## src/rtl/gcc_pkg.sv

```systemverilog
package gcc_pkg;
  localparam logic [1:0] MODE_PAR = 2'b11;

  // code distance for each step-size select value
  function automatic int unsigned step_lsbs(input logic [1:0] sel);
    case (sel)
      2'b00:   return 1;
      2'b01:   return 2;
      2'b10:   return 4;
      default: return 12;
    endcase
  endfunction
endpackage

```

## src/rtl/gcc_rise_det.sv

```systemverilog
module gcc_rise_det #(
  parameter int W = 2
) (
  input  logic         clk,
  input  logic         rst,
  input  logic [W-1:0] din,
  output logic [W-1:0] rise
);
  logic [W-1:0] prev;

  always_ff @(posedge clk) begin
    if (rst) prev <= '0;
    else     prev <= din;
  end

  for (genvar i = 0; i < W; i++) begin : g_bit
    assign rise[i] = din[i] & ~prev[i];
  end
endmodule

```

## src/rtl/gcc_step_sat.sv

```systemverilog
module gcc_step_sat #(
  parameter int CODE_W = 6
) (
  input  logic [CODE_W-1:0] code_in,
  input  logic [1:0]        step_sel,
  input  logic              toward_zero,
  output logic [CODE_W-1:0] code_out
);
  localparam int SUM_W = CODE_W + 1;
  localparam logic [SUM_W-1:0] CODE_MAX = SUM_W'((1 << CODE_W) - 1);

  logic [SUM_W-1:0] step_w;
  logic [SUM_W-1:0] wide_in;
  logic [SUM_W-1:0] sum;

  assign step_w  = SUM_W'(gcc_pkg::step_lsbs(step_sel));
  assign wide_in = {1'b0, code_in};
  assign sum     = wide_in + step_w;

  always_comb begin
    if (toward_zero) begin
      if (wide_in < step_w) code_out = '0;
      else                  code_out = CODE_W'(wide_in - step_w);
    end else begin
      if (sum > CODE_MAX)   code_out = CODE_MAX[CODE_W-1:0];
      else                  code_out = sum[CODE_W-1:0];
    end
  end
endmodule

```

## src/rtl/gain_code_ctrl.sv

```systemverilog
module gain_code_ctrl #(
  parameter int         CODE_W     = 6,
  parameter logic [1:0] PULSE_MODE = 2'b01
) (
  input  logic              clk,
  input  logic              rst,
  input  logic [1:0]        mode_sel,
  input  logic              hold,
  input  logic              gain_up,
  input  logic              gain_dn,
  input  logic [1:0]        step_sel,
  input  logic [CODE_W-1:0] par_code,
  input  logic              chan_en,
  output logic [CODE_W-1:0] gain_code,
  output logic              en_out
);
  localparam logic [CODE_W-1:0] CODE_TOP = CODE_W'((1 << CODE_W) - 1);

  logic [1:0]        rise;
  logic              up_rise, dn_rise, any_rise, both_hi;
  logic              par_mode, pulse_mode;
  logic [CODE_W-1:0] stepped;
  logic [CODE_W-1:0] code_nxt;

  gcc_rise_det #(.W(2)) u_rise (
    .clk  (clk),
    .rst  (rst),
    .din  ({gain_dn, gain_up}),
    .rise (rise)
  );

  assign up_rise    = rise[0];
  assign dn_rise    = rise[1];
  assign any_rise   = up_rise | dn_rise;
  assign both_hi    = gain_up & gain_dn;
  assign par_mode   = (mode_sel == gcc_pkg::MODE_PAR);
  assign pulse_mode = (mode_sel == PULSE_MODE);

  gcc_step_sat #(.CODE_W(CODE_W)) u_step (
    .code_in     (gain_code),
    .step_sel    (step_sel),
    .toward_zero (up_rise),
    .code_out    (stepped)
  );

  always_comb begin
    code_nxt = gain_code;
    if (par_mode) begin
      if (!hold) code_nxt = par_code;
    end else if (pulse_mode && any_rise) begin
      if (both_hi) code_nxt = '0;
      else         code_nxt = stepped;
    end
  end

  always_ff @(posedge clk) begin
    if (rst) begin
      gain_code <= '0;
      en_out    <= 1'b0;
    end else begin
      gain_code <= code_nxt;
      en_out    <= chan_en;
    end
  end

  assert_par_load_R2: assert property (@(posedge clk) disable iff (rst)
    (par_mode && !hold) |=> (gain_code == $past(par_code)));

  assert_hold_keeps_R3: assert property (@(posedge clk) disable iff (rst)
    (par_mode && hold) |=> $stable(gain_code));

  assert_up_not_rising_R4: assert property (@(posedge clk) disable iff (rst)
    (pulse_mode && up_rise && !gain_dn) |=> (gain_code <= $past(gain_code)));

  assert_dn_not_falling_R5: assert property (@(posedge clk) disable iff (rst)
    (pulse_mode && dn_rise && !gain_up) |=> (gain_code >= $past(gain_code)));

  assert_top_clamp_R7: assert property (@(posedge clk) disable iff (rst)
    (pulse_mode && dn_rise && !gain_up && gain_code == CODE_TOP) |=> (gain_code == CODE_TOP));

  assert_both_zero_R8: assert property (@(posedge clk) disable iff (rst)
    (pulse_mode && any_rise && both_hi) |=> (gain_code == '0));

  assert_freeze_R9: assert property (@(posedge clk) disable iff (rst)
    (!par_mode && !pulse_mode) |=> $stable(gain_code));

  assert_en_follow_R10: assert property (@(posedge clk) disable iff (rst)
    1'b1 |=> (en_out == $past(chan_en)));
endmodule

```

## config.mk

```make
export PLATFORM = sky130hd
export DESIGN_NAME = gain_code_ctrl
export DESIGN_NICKNAME = d
export VERILOG_FILES = /design/src/rtl/gcc_pkg.sv /design/src/rtl/gcc_rise_det.sv /design/src/rtl/gcc_step_sat.sv /design/src/rtl/gain_code_ctrl.sv
export SDC_FILE = /design/constraint.sdc
export NUM_CORES = 1
export LEC_CHECK = 0
export ABC_CLOCK_PERIOD_IN_PS = 5500
export BUFFER_PORTS_ARGS = -buffer_cell sky130_fd_sc_hd__buf_2
export CORE_MARGIN = 4
export CORE_UTILIZATION = 55
export CTS_CLUSTER_DIAMETER = 200
export CTS_CLUSTER_SIZE = 40
export DETAILED_ROUTE_END_ITERATION = 8
export PLACE_DENSITY = 0.92
export SLEW_MARGIN = 20
export SYNTH_ARGS = -nofsm -noshare
export SYNTH_HDL_FRONTEND = slang
export SYNTH_SLANG_ARGS = --single-unit
```

## constraint.sdc

```tcl
create_clock -name clk -period 5.5 [get_ports clk]
set_clock_uncertainty 0.15 [all_clocks]
set_input_delay 1.1 -clock clk [delete_from_list [all_inputs] [get_ports clk]]
set_output_delay 1.1 -clock clk [all_outputs]
set_load 0.01 [all_outputs]
```

==> load_flow_metrics.sql, run 1 <==
INSERT INTO impl_metrics (metric_group, metric, value, unit) VALUES
('setup_path', 'peak_fanout_along_the_critical_path', '6', ''),
('route', 'via_count', '1048', ''),
('setup_path', 'startpoint_type', 'input port', ''),
('clock_tree', 'clock_tree.root_cell', 'clkbuf_4', ''),
('floorplanning', 'dieWidth', '50.4', 'microns'),
('floorplanning', 'core_area', '0.00171', 'sq mm'),
('global_routing', 'first_global_vias', '938', ''),
('hold_path', 'worst_hold_path.num_cells', '2', ''),
('layout', 'drive_above_1_share', '0.201', ''),
('setup_path', 'worst-path-buf-inv', '2', ''),
('route', 'drt_initial_violations', '43', ''),
('setup_path', 'rr_startpoint', 'gain_code[0]', ''),
('logic_synthesis', 'ys_seq_area_frac', '0.183', ''),
('run', 'max_cap_viol_count', '0', ''),
('floorplanning', 'start_util', '0.578', ''),
('timing', 'finalMaxSlewViolations', '0', ''),
('global_routing', 'grt_util_all_layers', '0.221', ''),
('floorplanning', 'pin_count', '23', ''),
('clock_tree', 'number_of_buffers_on_the_longest_clock_path', '2', ''),
('route', 'drt_pre_antenna_iters', '4', ''),
('setup_path', 'timing.critical_path.to_type', 'register', ''),
('layout', 'layout.cells.most_common_list', 'buf_2 (22), nor2_1 (14), inv_1 (10)', ''),
('route', 'routed_wire_length_per_instance', '15.2', 'microns'),
('setup_path', 'ws_path_type', 'input port to register', ''),
('placed_design', 'placement.cell_area', '0.00108', 'sq mm'),
('power_and_ir_drop', 'power.density_cell_area', '193', 'mW/mm^2'),
('timing', 'timing_worst_slew_pin_value', '0.537', 'ns'),
('global_routing', 'grt_antenna_before_repair', '0', ''),
('timing', 'grt_setup_unrepaired', 'false', ''),
('timing', 'slew_headroom', '0.642', ''),
('logic_synthesis', 'synthesis.instances', '128', ''),
('clock_tree', 'numCtsBuffers', '3', ''),
('setup_path', 'worst_r2r_path_depth', '9', ''),
('layout', 'filler_cell_count', '152', ''),
('setup_path', 'worstPathArrival', '3.06', 'ns'),
('setup_path', 'cp_cell_sequence', 'buf_2, nor2_1, ha_1, inv_1, fa_1, nor2b_1, o21ai_1, a31oi_1, a32oi_1, a211oi_1', ''),
('logic_synthesis', 'yosys_warnings', '0', ''),
('route', 'drt_wl_total', '2570', 'microns'),
('route', 'route.detailed.drc', '0', ''),
('timing', 'report.final.setup_viol', '0', ''),
('placed_design', 'dpl.hpwl', '2050', 'microns'),
('global_routing', 'grt_start_max_net_pins', '13', ''),
('setup_path', 'cp_top_family', 'compound AO/OA/AOI/OAI gates', ''),
('placed_design', 'dp_cells', '165', ''),
('layout', 'total_nets_final', '171', ''),
('timing', 'timing.hold.ws', '0.419', 'ns'),
('power_and_ir_drop', 'vdd_drop_max', '0.110', 'mV'),
('timing', 'hold_violation_count_in_the_final_report', '0', ''),
('clock_tree', 'post-cts-setup-buffers', '0', ''),
('floorplanning', 'overall_die_area', '0.00254', 'sq mm'),
('layout', 'num_antenna_cells', '0', ''),
('floorplanning', 'fp.dieH', '50.4', 'microns'),
('route', 'drt-vias-per-instance', '6.20', ''),
('setup_path', 'worst_setup_path_startpoint', 'step_sel[0]', ''),
('setup_path', 'cp_num_cells', '10', ''),
('logic_synthesis', 'postSynthAreaPerCell', '7.71', 'sq um'),
('floorplanning', 'std_cell_rows', '15', ''),
('layout', 'post-route-cell-area', '0.00110', 'sq mm'),
('hold_path', 'hold_path.startpoint', 'gain_code[2]', ''),
('clock_tree', 'postCtsHoldBufs', '0', ''),
('timing', 'finalCritPeriodShare', '0.561', ''),
('power_and_ir_drop', 'p_leak', '0.000481', 'uW'),
('outcome', 'outcome', 'finished clean', ''),
('layout', 'finish.cell_count_without_fillers', '169', ''),
('setup_path', 'crit_path_max_incr_delay', '0.40', 'ns'),
('layout', 'leading_cell_type_in_the_layout_fill_and_taps_excluded', 'buf_2', ''),
('clock_tree', 'clock_sinks', '9', ''),
('clock_tree', 'clk_pin_slew_worst_paths', '0.06', 'ns'),
('clock_tree', 'clkLatencyLatePin', '0.26', 'ns'),
('logic_synthesis', 'syn_area', '987', 'sq um'),
('clock_tree', 'h-tree-depth', '1', '');
[worst register-to-register path: stages (launching register included)]
cell	delay, ns
dfxtp_1	0.35
inv_1	0.08
ha_1	0.16
inv_1	0.05
fa_1	0.40
nor2b_1	0.15
o21ai_1	0.34
a31oi_1	0.21
a32oi_1	0.22
a211oi_1	0.12
[worst paths after layout]
check | slack [ns] | end
setup / recovery | 2.41 | gain_code[0]
hold / removal | 0.42 | gain_code[2]
setup reg to reg | 3.11 | gain_code[0]
hold reg to reg | 0.42 | gain_code[2]
[cell usage after synthesis, drive strengths merged]
master / n / area share
o21ai: 7 / 0.035
dfxtp: 9 / 0.18
nor2b: 9 / 0.065
o311a: 3 / 0.030
a211oi: 2 / 0.015
a22oi: 1 / 0.0076
a41oi: 1 / 0.0089
and4bb: 1 / 0.013
a22o: 1 / 0.0089
or2: 2 / 0.013
and4b: 1 / 0.010
xor2: 2 / 0.018
nor2: 15 / 0.060
o221ai: 1 / 0.0089
a2111oi: 2 / 0.019
clkbuf: 5 / 0.019
a311oi: 4 / 0.035
nand2b: 5 / 0.032
and2: 1 / 0.0063
a21oi: 5 / 0.025
inv: 10 / 0.038
fa: 2 / 0.041
o31ai: 1 / 0.0076
nand3: 7 / 0.035
a32oi: 1 / 0.0089
a221oi: 3 / 0.033
o41a: 2 / 0.023
o311ai: 1 / 0.0089
a31oi: 2 / 0.013
buf: 5 / 0.034
a21o: 1 / 0.0076
ha: 8 / 0.10
nand2: 6 / 0.023
or3: 1 / 0.0063
o211ai: 1 / 0.0076
[power breakdown]
group | internal (uW) | switching, uW | total, uW | leakage, uW
Sequential | 69.8 | 6.05 | 75.9 | 0.0000743
Combinational | 35.7 | 49.3 | 85.0 | 0.000391
Clock | 28.0 | 24.2 | 52.3 | 0.0000150
[per-layer routing]
layer / share of wire / routed length (microns) / up-vias / GRT usage
met5: 0 / 0 / - / 0
met4: 0.0090 / 23 / 0 / 0.0493
met3: 0.083 / 212 / 4 / 0.0593
met2: 0.48 / 1240 / 52 / 0.365
met1: 0.42 / 1090 / 491 / 0.286
li1: - / - / 501 / -
[area by class of cell]
cell class                 count  area (sq um)  area share
sequential                     9           180       0.163
inverter                      10          37.5      0.0341
tap                           25          31.3      0.0284
timing repair buffer          22           110      0.0999
clock buffer                   4          26.3      0.0238
multi-input combinational     99           717       0.650
[cells by family after synthesis]
family,after synthesis,synth area share
compound gates,39,0.304
xor+xnor,2,0.0177
fa+ha+maj,10,0.142
buf+inv,20,0.0913
flops,9,0.183
simple gates,48,0.262
[metrics by stage]
step	power [uW]	setup WS (ns)
after floorplan	139	2.51
after global placement	159	2.17
after detailed placement	161	2.16
after CTS	214	2.44
after global routing	229	2.24
final	213	2.41
[registers in the layout (all words and copies together), names as in the netlist]
register	cells
en_out	1
gain_code	6
u_rise.prev	2
(Power assumes the default switching activity.)
==> run 2: changes to the inputs <==
ABC_CLOCK_PERIOD_IN_PS = 2630   (was 5500)
CORE_UTILIZATION = 48   (was 55)
PLACE_DENSITY = 0.86   (was 0.92)
clock period = 2.63 ns   (was 5.5 ns; I/O delays follow)
==> run 2 against run 1 <==
Against the previous run:
- power is 110% higher
- first-iteration DRC count is 4.7% lower
- global-route usage fell by 1.6 points
- register-to-register slack lost 2.8 ns
- cell count grew 3.0%
- largest power group unchanged
- utilization down 7.0 points
- die area up 12%
- sequential power grew 110%
- via count increased by 3.1%
- final area rose by 2.4%
- non-clock buffer count rose by 3
==> load_flow_metrics.sql, run 2 (synthesized netlist as in run 1, its figures left out) <==
INSERT INTO impl_metrics (metric_group, metric, value, unit) VALUES
('clock_tree', 'post-cts-setup-buffers', '0', ''),
('power_and_ir_drop', 'p_leak', '0.000495', 'uW'),
('setup_path', 'peak_fanout_along_the_critical_path', '5', ''),
('power_and_ir_drop', 'power_switching_share', '0.371', ''),
('route', 'drt-vias-per-instance', '6.21', ''),
('power_and_ir_drop', 'power_frac_seq', '0.349', ''),
('clock_tree', 'cts_tree', 'built', ''),
('layout', 'multi_input_area', '718', 'sq um'),
('layout', 'largestRegisters', 'gain_code x6, u_rise.prev x2, en_out x1', ''),
('route', 'routed_wire_length_per_instance', '15.9', 'microns'),
('clock_tree', 'h-tree-depth', '1', ''),
('layout', 'syn_to_final_growth', '14.3', '%'),
('setup_path', 'worstPathArrival', '2.45', 'ns'),
('floorplanning', 'std_cell_rows', '16', ''),
('layout', 'drive_above_1_share', '0.218', ''),
('outcome', 'outcome', 'finished clean', ''),
('timing', 'fmaxAchievable', '0.403', 'GHz'),
('power_and_ir_drop', 'power.combinational.fraction', '0.419', ''),
('route', 'via_count', '1080', ''),
('timing', 'finalMaxSlewViolations', '0', ''),
('floorplanning', 'fp.dieH', '53.4', 'microns'),
('layout', 'num_antenna_cells', '0', ''),
('timing', 'report.final.setup_viol', '0', ''),
('route', 'final_antenna_net_count', '0', ''),
('layout', 'layout.cells.most_common_list', 'buf_2 (22), nor2_1 (14), inv_1 (10)', ''),
('power_and_ir_drop', 'vdd_drop_max', '0.248', 'mV'),
('layout', 'layout.area.seq', '180', 'sq um'),
('timing', 'hold_violation_count_in_the_final_report', '0', ''),
('setup_path', 'startpoint_type', 'input port', ''),
('setup_path', 'crit_path_max_incr_delay', '0.41', 'ns'),
('setup_path', 'critical-path-slowest-cell', 'fa_1', ''),
('global_routing', 'first_global_vias', '1032', ''),
('clock_tree', 'number_of_buffers_on_the_longest_clock_path', '2', ''),
('layout', 'total_nets_final', '174', ''),
('setup_path', 'crit_path_frequent_cell', 'a311oi_1', ''),
('layout', 'filler_cell_count', '184', ''),
('setup_path', 'cp_cell_sequence', 'buf_2, nor2_1, ha_1, inv_1, fa_1, nor2b_1, o21ai_1, buf_4, a311oi_1, o21ai_0, a311oi_1', ''),
('power_and_ir_drop', 'power_switching', '168', 'uW'),
('clock_tree', 'clkLatencyLatePin', '0.26', 'ns'),
('power_and_ir_drop', 'power.internal', '285', 'uW'),
('setup_path', 'timing.critical_path.to_type', 'register', ''),
('placed_design', 'io_buffers', '22', ''),
('setup_path', 'crit_required', '2.60', 'ns'),
('timing', 'finalCritPeriodShare', '0.943', ''),
('power_and_ir_drop', 'power.density_cell_area', '402', 'mW/mm^2'),
('route', 'drt_wl_total', '2770', 'microns'),
('layout', 'largest-register', 'gain_code', ''),
('layout', 'largest_register_ffs', '6', ''),
('floorplanning', 'core_area', '0.00196', 'sq mm'),
('timing', 'grt_setup_unrepaired', 'false', ''),
('setup_path', 'cp_top_family', 'compound AO/OA/AOI/OAI gates', ''),
('route', 'route.detailed.drc', '0', ''),
('power_and_ir_drop', 'power.clock.fraction', '0.232', ''),
('floorplanning', 'overall_die_area', '0.00285', 'sq mm'),
('placed_design', 'dpl.hpwl', '2160', 'microns'),
('layout', 'leading_cell_type_in_the_layout_fill_and_taps_excluded', 'buf_2', ''),
('route', 'drt_pre_antenna_iters', '5', ''),
('global_routing', 'grt_util_all_layers', '0.205', ''),
('layout', 'post-route-util', '0.575', ''),
('setup_path', 'worst-path-buf-inv', '3', ''),
('placed_design', 'globalplace.congestion', '0.967', ''),
('timing', 'slew_headroom', '0.654', ''),
('clock_tree', 'clock_tree.root_cell', 'clkbuf_4', ''),
('floorplanning', 'start_util', '0.503', ''),
('run', 'max_cap_viol_count', '0', ''),
('floorplanning', 'dieWidth', '53.4', 'microns'),
('global_routing', 'globalRoute.totalOverflow', '0', ''),
('timing', 'period_needed', '2.48', 'ns'),
('clock_tree', 'clk_pin_slew_worst_paths', '0.06', 'ns'),
('clock_tree', 'clock_sinks', '9', ''),
('route', 'drt_initial_violations', '41', ''),
('setup_path', 'ws_path_type', 'input port to register', ''),
('global_routing', 'grt_start_max_net_pins', '13', ''),
('clock_tree', 'numCtsBuffers', '3', ''),
('floorplanning', 'pin_count', '23', ''),
('timing', 'timing.hold.ws', '0.325', 'ns'),
('hold_path', 'hold_path_class', 'input port to register', ''),
('timing', 'timing_worst_slew_pin_value', '0.518', 'ns'),
('global_routing', 'grt_antenna_before_repair', '0', ''),
('global_routing', 'wire_length_of_the_first_global_routing_pass', '4350', 'microns');
==> run 2: cell count changes in the layout (fill, tap and decap cells not counted), sizes merged <==
| cell | before | now |
|---|---|---|
| buf | 22 | 25 |
==> run 2: power groups by stage <==
stage	clock network [uW]	logic [uW]	registers [uW]
2_1_floorplan	0	129	161
3_3_place_gp	0	175	161
3_5_place_dp	0	184	161
4_1_cts	106	187	158
5_1_grt	118	208	160
6_report	105	190	158
==> run 2: area by class of cell <==
class,count,area share
timing repair buffer,25,0.118
multi-input combinational,99,0.636
sequential,9,0.160
tap,27,0.0299
inverter,10,0.0333
clock buffer,4,0.0233
==> run 2: worst paths after layout <==
path         cells past startpoint            to  slack (ns)          from
max                             11  gain_code[2]        0.15   step_sel[0]
min                              2        en_out        0.33       chan_en
max reg2reg                     10  gain_code[2]        0.28  gain_code[0]
min reg2reg                      2  gain_code[3]        0.43  gain_code[3]
==> run 2: stage by stage <==
step	instance area, sq um	total power, uW	instances	TNS [ns]	setup WS, ns
2_1_floorplan	987	290	128	0	0.214
3_3_place_gp	1100	335	170	0	0.0657
3_5_place_dp	1100	346	170	-0.252	-0.0947
4_1_cts	1130	450	174	0	0.169
5_1_grt	1130	486	174	0	0.0429
6_report	1130	454	174	0	0.151
==> run 2: metal layers <==
metal | part of all wire | up-vias | track usage | wire length (microns)
li1 | - | 514 | - | -
met1 | 0.38 | 498 | 0.224 | 1070
met2 | 0.50 | 58 | 0.371 | 1400
met3 | 0.078 | 10 | 0.0479 | 216
met4 | 0.033 | 0 | 0.0809 | 91
met5 | 0 | - | 0 | 0
==> run 2: timing repair <==
action / 4_1_cts / 5_1_grt
endpoints found under the setup margin: 0 / 1
hold buffers: 0 / 0
gates resized for setup: 0 / 1
==> run 3: changes to the inputs <==
ABC_CLOCK_PERIOD_IN_PS = 2750   (was 2630)
CORE_UTILIZATION = 53   (was 48)
PLACE_DENSITY = 0.9   (was 0.86)
clock period = 2.75 ns   (was 2.63 ns; I/O delays follow)
==> run 3 against run 2 <==
Against the previous run:
- power decreased by 4.7%
- non-clock buffer count decreased by 2
- combinational power decreased by 7%
- critical endpoint is now gain_code[3]
==> load_flow_metrics.sql, run 3 (synthesized netlist as in run 1, its figures left out) <==
INSERT INTO impl_metrics (metric_group, metric, value, unit) VALUES
('setup_path', 'startpoint_type', 'input port', ''),
('setup_path', 'ws_path_type', 'input port to register', ''),
('route', 'drt_wl_total', '2710', 'microns'),
('setup_path', 'timing.critical_path.to_type', 'register', ''),
('timing', 'grt_setup_unrepaired', 'false', ''),
('layout', 'largest_register_ffs', '6', ''),
('timing', 'slew_headroom', '0.653', ''),
('timing', 'period_needed', '2.56', 'ns'),
('floorplanning', 'pin_count', '23', ''),
('power_and_ir_drop', 'vdd_drop_max', '0.227', 'mV'),
('placed_design', 'globalplace.congestion', '0.877', ''),
('global_routing', 'globalRoute.totalOverflow', '0', ''),
('hold_path', 'hold_path.startpoint', 'chan_en', ''),
('clock_tree', 'clock_sinks', '9', ''),
('layout', 'largest-register', 'gain_code', ''),
('global_routing', 'grt_util_all_layers', '0.220', ''),
('power_and_ir_drop', 'p_leak', '0.000485', 'uW'),
('setup_path', 'crit_required', '2.75', 'ns'),
('route', 'routed_wire_length_per_instance', '16.0', 'microns'),
('placed_design', 'placement.cell_area', '0.00108', 'sq mm'),
('global_routing', 'wire_length_of_the_first_global_routing_pass', '4400', 'microns'),
('clock_tree', 'clock_tree.root_cell', 'clkbuf_4', ''),
('clock_tree', 'cts_tree', 'built', ''),
('run', 'max_cap_viol_count', '0', ''),
('clock_tree', 'clkLatencyLatePin', '0.27', 'ns'),
('route', 'via_count', '1083', ''),
('floorplanning', 'std_cell_rows', '15', ''),
('timing', 'timing_worst_slew_pin_value', '0.520', 'ns'),
('layout', 'syn_to_final_growth', '12.7', '%'),
('route', 'drt_pre_antenna_iters', '7', ''),
('floorplanning', 'core_area', '0.00175', 'sq mm'),
('setup_path', 'peak_fanout_along_the_critical_path', '4', ''),
('layout', 'filler_cell_count', '153', ''),
('timing', 'fmaxAchievable', '0.391', 'GHz'),
('layout', 'post-route-util', '0.637', ''),
('floorplanning', 'overall_die_area', '0.00262', 'sq mm'),
('power_and_ir_drop', 'power.density_cell_area', '389', 'mW/mm^2'),
('power_and_ir_drop', 'overall_power_of_the_completed_layout', '432', 'uW'),
('route', 'drt_initial_violations', '82', ''),
('layout', 'layout.cells.most_common_list', 'buf_2 (22), nor2_1 (14), inv_1 (10)', ''),
('floorplanning', 'dieWidth', '51.2', 'microns'),
('clock_tree', 'number_of_buffers_on_the_longest_clock_path', '2', ''),
('timing', 'timing.hold.ws', '0.360', 'ns'),
('clock_tree', 'clk_pin_slew_worst_paths', '0.07', 'ns'),
('global_routing', 'first_global_vias', '976', ''),
('setup_path', 'setup.reg_to_reg.worst_slack', '0.34', 'ns'),
('clock_tree', 'h-tree-depth', '1', ''),
('hold_path', 'hold_path_class', 'input port to register', ''),
('route', 'route.detailed.drc', '0', ''),
('setup_path', 'rr_startpoint', 'gain_code[0]', ''),
('setup_path', 'worst_r2r_path_depth', '8', ''),
('route', 'drt-vias-per-instance', '6.37', ''),
('clock_tree', 'numCtsBuffers', '3', ''),
('timing', 'finalCritPeriodShare', '0.931', ''),
('setup_path', 'crit-reg2reg-capture', 'gain_code[3]', ''),
('route', 'final_antenna_net_count', '0', ''),
('placed_design', 'io_buffers', '22', ''),
('timing', 'report.final.setup_viol', '0', ''),
('layout', 'post-route-cell-area', '0.00111', 'sq mm'),
('timing', 'finalMaxSlewViolations', '0', ''),
('layout', 'total_nets_final', '172', ''),
('layout', 'leading_cell_type_in_the_layout_fill_and_taps_excluded', 'buf_2', ''),
('layout', 'largestRegisters', 'gain_code x6, u_rise.prev x2, en_out x1', ''),
('floorplanning', 'fp.dieH', '51.2', 'microns'),
('outcome', 'outcome', 'finished clean', ''),
('global_routing', 'grt_antenna_before_repair', '0', ''),
('global_routing', 'grt_start_max_net_pins', '13', ''),
('hold_path', 'min_to', 'en_out', ''),
('placed_design', 'dpl.hpwl', '2110', 'microns'),
('floorplanning', 'start_util', '0.566', ''),
('timing', 'hold_violation_count_in_the_final_report', '0', ''),
('layout', 'drive_above_1_share', '0.214', ''),
('setup_path', 'worstPathArrival', '2.56', 'ns'),
('layout', 'num_antenna_cells', '0', ''),
('hold_path', 'worst_hold_path.num_cells', '2', '');
==> run 3: routing by layer <==
layer | vias to the layer above | track usage | share of wire
li1 | 506 | - | -
met1 | 510 | 0.291 | 0.41
met5 | - | 0 | 0
met4 | 0 | 0.0717 | 0.028
met3 | 10 | 0.0175 | 0.090
met2 | 57 | 0.373 | 0.47
==> run 3: stage by stage <==
stage	setup slack (ns)	cells	setup TNS (ns)
after floorplan	0.310	128	0
after global placement	0.144	166	0
after detailed placement	-0.101	166	-0.168
after CTS	0.175	170	0
after global routing	0.0292	170	0
final	0.190	170	0
==> run 3: layout make-up <==
type | count | area, sq um | share of cell area
clock buffers | 4 | 26.3 | 0.0236
inverters | 10 | 37.5 | 0.0337
multi-input cells | 99 | 719 | 0.647
flip-flops and latches | 9 | 180 | 0.162
well taps | 25 | 31.3 | 0.0281
repair buffers | 23 | 118 | 0.106
==> run 3: worst max path at each step <==
stage | cells after the start | startpoint | endpoint | slack (ns)
finish | 10 | step_sel[0] | gain_code[3] | 0.19
global route | 10 | step_sel[0] | gain_code[1] | 0.03
CTS | 10 | step_sel[0] | gain_code[1] | 0.18
detailed placement | 10 | step_sel[0] | gain_code[3] | -0.10
global placement | 10 | step_sel[0] | gain_code[5] | 0.14
floorplan | 9 | step_sel[0] | gain_code[5] | 0.31
==> run 3: critical path, stage by stage <==
cell,delay [ns]
buf_2,0.11
nor2_1,0.17
ha_1,0.22
inv_1,0.07
fa_1,0.43
nor2b_4,0.18
or2_0,0.17
nor2b_2,0.20
o31ai_1,0.08
a2111oi_0,0.37
==> run 3: report_power, final <==
group / leakage [uW] / total [uW] / switching [uW] / internal [uW]
Combinational: 0.000396 / 176 / 102 / 74.4
Clock: 0.0000150 / 104 / 48.2 / 55.9
Sequential: 0.0000743 / 152 / 12.5 / 140
==> run 3: timing repair <==
| item | CTS | global route |
|---|---|---|
| hold buffers | 0 | 0 |
| setup endpoints to repair | 0 | 1 |
| gates resized for setup | 0 | 1 |
| setup buffers | 0 | 0 |
